$ cat config.mk
export PLATFORM = sky130hd
export DESIGN_NAME = wsx_wait_gen
export DESIGN_NICKNAME = d
export VERILOG_FILES = /design/src/rtl/wsx_pkg.sv /design/src/rtl/wsx_count.sv /design/src/rtl/wsx_merge.sv /design/src/rtl/wsx_wait_gen.sv
export SDC_FILE = /design/constraint.sdc
export NUM_CORES = 1
export LEC_CHECK = 0
export ABC_AREA = 1
export ABC_CLOCK_PERIOD_IN_PS = 1300
export BUFFER_PORTS_ARGS = -buffer_cell sky130_fd_sc_hd__buf_2
export CAP_MARGIN = 20
export CORE_AREA = 10 10 47 49
export DETAILED_ROUTE_END_ITERATION = 12
export DIE_AREA = 0 0 57 59
export PLACE_DENSITY = 0.39
export RECOVER_POWER = 25
export SLEW_MARGIN = 10
export SYNTH_ARGS = -nofsm -noshare
export SYNTH_HDL_FRONTEND = slang
export SYNTH_SLANG_ARGS = --single-unit
$ cat constraint.sdc
create_clock -name clk -period 1.3 [get_ports clk]
set_clock_uncertainty 0.15 [all_clocks]
set_input_delay 0.13 -clock clk [delete_from_list [all_inputs] [get_ports clk]]
set_output_delay 0.13 -clock clk [all_outputs]
set_load 0.02 [all_outputs]
$ cat src/rtl/wsx_pkg.sv
package wsx_pkg;

    // Default width of the extension counter; the extension lasts 2**width clocks.
    localparam int unsigned WSX_CNT_W_DFLT = 2;

    // Processor-side request seen by the generator in one clock.
    typedef struct packed {
        logic sel;
        logic rd;
        logic wr;
    } wsx_req_t;

    // Phase of the extension, reported by the counter stage.
    typedef enum logic [1:0] {
        WSX_IDLE = 2'd0,
        WSX_RUN  = 2'd1,
        WSX_DONE = 2'd2
    } wsx_phase_e;

    // A card data access exists when selected and either strobe is active.
    function automatic logic wsx_is_access(input wsx_req_t r);
        return r.sel & (r.rd | r.wr);
    endfunction

endpackage

$ cat src/rtl/wsx_count.sv
module wsx_count
    import wsx_pkg::*;
#(
    parameter int unsigned CNT_W = WSX_CNT_W_DFLT
) (
    input  logic             clk,
    input  logic             rst,
    input  logic             live,
    output logic [CNT_W-1:0] cnt_q,
    output wsx_phase_e       phase
);
    localparam logic [CNT_W-1:0] CNT_TOP = {CNT_W{1'b1}};

    logic sat_seen_q;

    // The count saturates at CNT_TOP; one more edge marks the extension done.
    always_ff @(posedge clk) begin
        if (rst || !live) begin
            cnt_q      <= '0;
            sat_seen_q <= 1'b0;
        end else begin
            if (cnt_q != CNT_TOP) begin
                cnt_q <= cnt_q + 1'b1;
            end
            if (cnt_q == CNT_TOP) begin
                sat_seen_q <= 1'b1;
            end
        end
    end

    always_comb begin
        if (!live) begin
            phase = WSX_IDLE;
        end else if (sat_seen_q) begin
            phase = WSX_DONE;
        end else begin
            phase = WSX_RUN;
        end
    end

endmodule

$ cat src/rtl/wsx_merge.sv
module wsx_merge
    import wsx_pkg::*;
#(
    parameter bit CARD_REG = 1'b1
) (
    input  logic       clk,
    input  logic       rst,
    input  logic       live,
    input  wsx_phase_e phase,
    input  logic       gen_off,
    input  logic       card_wait,
    output logic       wait_q
);
    logic ext_req;
    logic card_req;

    assign ext_req = (phase == WSX_RUN) & ~gen_off;

    generate
        if (CARD_REG) begin : g_card_direct
            assign card_req = card_wait;
        end else begin : g_card_masked
            assign card_req = card_wait & live;
        end
    endgenerate

    // Registered on the memory clock: the processor samples wait synchronously.
    always_ff @(posedge clk) begin
        if (rst) begin
            wait_q <= 1'b0;
        end else begin
            wait_q <= live & (ext_req | card_req);
        end
    end

endmodule

$ cat src/rtl/wsx_wait_gen.sv
module wsx_wait_gen
    import wsx_pkg::*;
#(
    parameter int unsigned CNT_W = WSX_CNT_W_DFLT
) (
    input  logic clk,
    input  logic rst,
    input  logic acc_sel,
    input  logic acc_rd,
    input  logic acc_wr,
    input  logic card_wait,
    input  logic gen_off,
    output logic proc_wait,
    output logic proc_wait_oe
);
    wsx_req_t         req;
    logic             acc_live;
    logic [CNT_W-1:0] ext_cnt;
    wsx_phase_e       ext_phase;
    logic             wait_reg;

    assign req      = '{sel: acc_sel, rd: acc_rd, wr: acc_wr};
    assign acc_live = wsx_is_access(req);

    wsx_count #(.CNT_W(CNT_W)) u_count (
        .clk   (clk),
        .rst   (rst),
        .live  (acc_live),
        .cnt_q (ext_cnt),
        .phase (ext_phase)
    );

    wsx_merge #(.CARD_REG(1'b1)) u_merge (
        .clk       (clk),
        .rst       (rst),
        .live      (acc_live),
        .phase     (ext_phase),
        .gen_off   (gen_off),
        .card_wait (card_wait),
        .wait_q    (wait_reg)
    );

    assign proc_wait    = wait_reg;
    assign proc_wait_oe = acc_live;

endmodule

==> summary.md <==
| Metric | Value |
|---|---|
| Distinct cells, synth | 7 |
| Clk buf depth | 2 |
| Post-synthesis sequential area ratio | 0.444 |
| Synth Warn # | 0 |
| Synthesized area | between 150 and 200 um^2 |
| Switching share of power | 0.219 |
| Period utilization | 0.832 |
| Place WS | 0.220 ns |
| RSZ-0062 raised after global routing | no |
| Synth top area share | 0.444 |
| Critical Path RT | about 1.3 ns |
| Crit path kind | reg -> reg |
| First-pass GRT wire length | 724 um |
| Port buffer count | 8 |
| #FFs+latches synth | 4 |
| Routed WL | 430 um |
| Power per cell area | 1170 nW/um^2 |
| Wire per inst | 7.82 um |
| Pleak | 0.157 nW |
| R2R Path Start | u_count.cnt_q[0] |
| Max-cap violation count | 0 |
| # DRC | 0 |
| Hold/Removal Path Class | in -> reg |
| Peak Freq | 0.924 GHz |
| R2R setup slack | about 0.22 ns |
| Crit path DAT | 1.05 ns |
| Total power | approximately 0.32 mW |
| Psw | slightly below 0.07 mW |
| GR Overflow Total | 0 |
| Vias/cell | 3.22 |
| Total number of vias | 177 |
| Hold Path Stages | 4 |
| Clock power share | 0.481 |
| Top-Level Pins | 9 |
| Die Y | 59 um |
| Initial DRC count | 1 |
| Post-cts resize count | 0 |
| Vias in the first global route | 180 |
| Synth Instances | 27 |
| Slew margin rel. | 0.828 |
| # rows | 14 |
| Top post-synthesis cells by area | dfxtp_1 44%, nor2_1 23%, inv_1 13% |
| Worst VDD drop | 0.273 mV |
| Final Hold Slack | 0.0203 ns |
| Drt pass-1 iters | 2 |
| Placeable Area | approximately 1400 um^2 |
| Logic pwr share | 0.111 |
| Later-pin clock latency in the skew report | ~0.23 ns |
| Cts bufs inserted | 3 |
| Routability congestion estimate | approximately 0.64 |
| Post-DP HPWL | approximately 340 um |
| Layout cells sized above 1 | 0.256 |
| R2R depth | 5 |
| CTS tree | yes |
| Cell Count, Final, Fillers Out | 55 |
| Max H-tree Level | 1 |
| Setup WS post-layout | 0.218 ns |
| Largest net degree at the start of global routing | 6 |
| Initial antenna violation count | 0 |
| Fillers | 172 |
| Ant diodes | 0 |
| Mapped Nets | 35 |
| Internal power | 0.248 mW |
| Starting density of the core | 0.129 |
| CTS sink cnt | 4 |
| Final TNS setup | 0 ns |
| CTS clk-pin slew, worst paths | 0.04 ns |
| Final Max Slew Viols | 0 |
| Yosys top cell by area | dfxtp_1 |
| CTS Root Cell | clkbuf_4 |
| GRT Resource Usage Total | 0.0298 |
| DIE AREA | 3360 um^2 |
| Fin crit period | roughly 1.1 ns |
| R2r endpoint | u_count.cnt_q[1] |
| Area grow syn2layout | 50.7% |
| Syn_area_per_cell | roughly 6.7 um^2 |
| Run status | finished clean |
| Slew @ Worst Pin | 0.259 ns |
| Critical path startpoint | u_count.cnt_q[0] |
| Flop pwr share | 0.408 |
| Final hold violation count | 0 |
| Final ANT Viol Nets | 0 |
| Die W | 57 um |
| CP max FO | 5 |
| Setup crit start kind | flip-flop |
| Crit path to | u_count.cnt_q[1] |
| Nets | 49 |
| CP endpoint kind | flip-flop |
| Final setup fails | 0 |
| DP Cell Count | 51 |
## cell usage after synthesis
| cell type | n |
|---|---|
| inv_1 | 6 |
| nand3_1 | 1 |
| o21a_1 | 1 |
| nand2_1 | 3 |
| dfxtp_1 | 4 |
| nor2_1 | 11 |
| ha_1 | 1 |
## state kept, by name, summed over array words and instances, names as in the netlist
name                count
u_count.sat_seen_q      1
u_count.cnt_q           2
u_merge.wait_q          1
## cell type report
| class | count | area (um^2) | share of cell area |
|---|---|---|---|
| well taps | 16 | 20.0 | 0.0737 |
| multi-input cells | 17 | 77.6 | 0.286 |
| inverters | 6 | 22.5 | 0.0829 |
| flip-flops and latches | 4 | 80.1 | 0.295 |
| clock buffers | 3 | 22.5 | 0.0829 |
| repair buffers | 9 | 48.8 | 0.180 |
## kinds of logic after synthesis
kind of cell / share of synthesized area
and+or+nand+nor: 0.319
AOI/OAI and AO/OA: 0.0417
buffers and inverters: 0.125
DFF: 0.444
adders and majority gates: 0.0694
## power by group through the flow
stage          registers, mW  clock network [mW]  logic (mW)
6_report               0.129               0.152      0.0351
5_1_grt                0.130               0.166      0.0415
4_1_cts                0.129               0.163      0.0365
3_5_place_dp           0.131                   0      0.0341
3_3_place_gp           0.131                   0      0.0339
2_1_floorplan          0.133                   0      0.0166
## how the worst min path moves through the flow
stage	start	to	slack [ns]
after floorplan	card_wait	u_merge.wait_q	0.11
after global placement	card_wait	u_merge.wait_q	0.21
after global routing	gen_off	u_merge.wait_q	0.13
after detailed placement	card_wait	u_merge.wait_q	0.21
after CTS	gen_off	u_merge.wait_q	0.02
final	gen_off	u_merge.wait_q	0.02
## critical path: stages, from the launching register on
cell     delay (ns)
dfxtp_1        0.31
ha_1           0.25
nand2_1        0.08
inv_1          0.04
nor2_1         0.09
nor2_1         0.05
## stage by stage
stage                util  cell area [um^2]
finish              0.194               272
global route        0.194               272
CTS                 0.195               273
detailed placement  0.171               240
global placement    0.171               240
floorplan               -               180
## per-layer routing
| layer | global-route usage | routed length, um | up-vias |
|---|---|---|---|
| li1 | - | - | 102 |
| met5 | 0 | 0 | - |
| met1 | 0.0224 | 143 | 74 |
| met3 | 0.00644 | 0 | 0 |
| met4 | 0.0503 | 0 | 0 |
| met2 | 0.0496 | 285 | 1 |
## cells in the final DEF, fill, tap and decap left out
cell           count
buf_2              7
clkbuf_1           1
clkbuf_4           3
dfxtp_1            4
dlygate4sd3_1      1
ha_1               1
inv_1              6
nand2_1            3
nand3_1            1
nor2_1            11
o21a_1             1
## repair_timing
item                      4_1_cts  5_1_grt
hold endpoints to repair        1        0
buffers inserted                0        0
hold buffers                    1        0
Note: power is estimated with default switching activity, not from simulation.
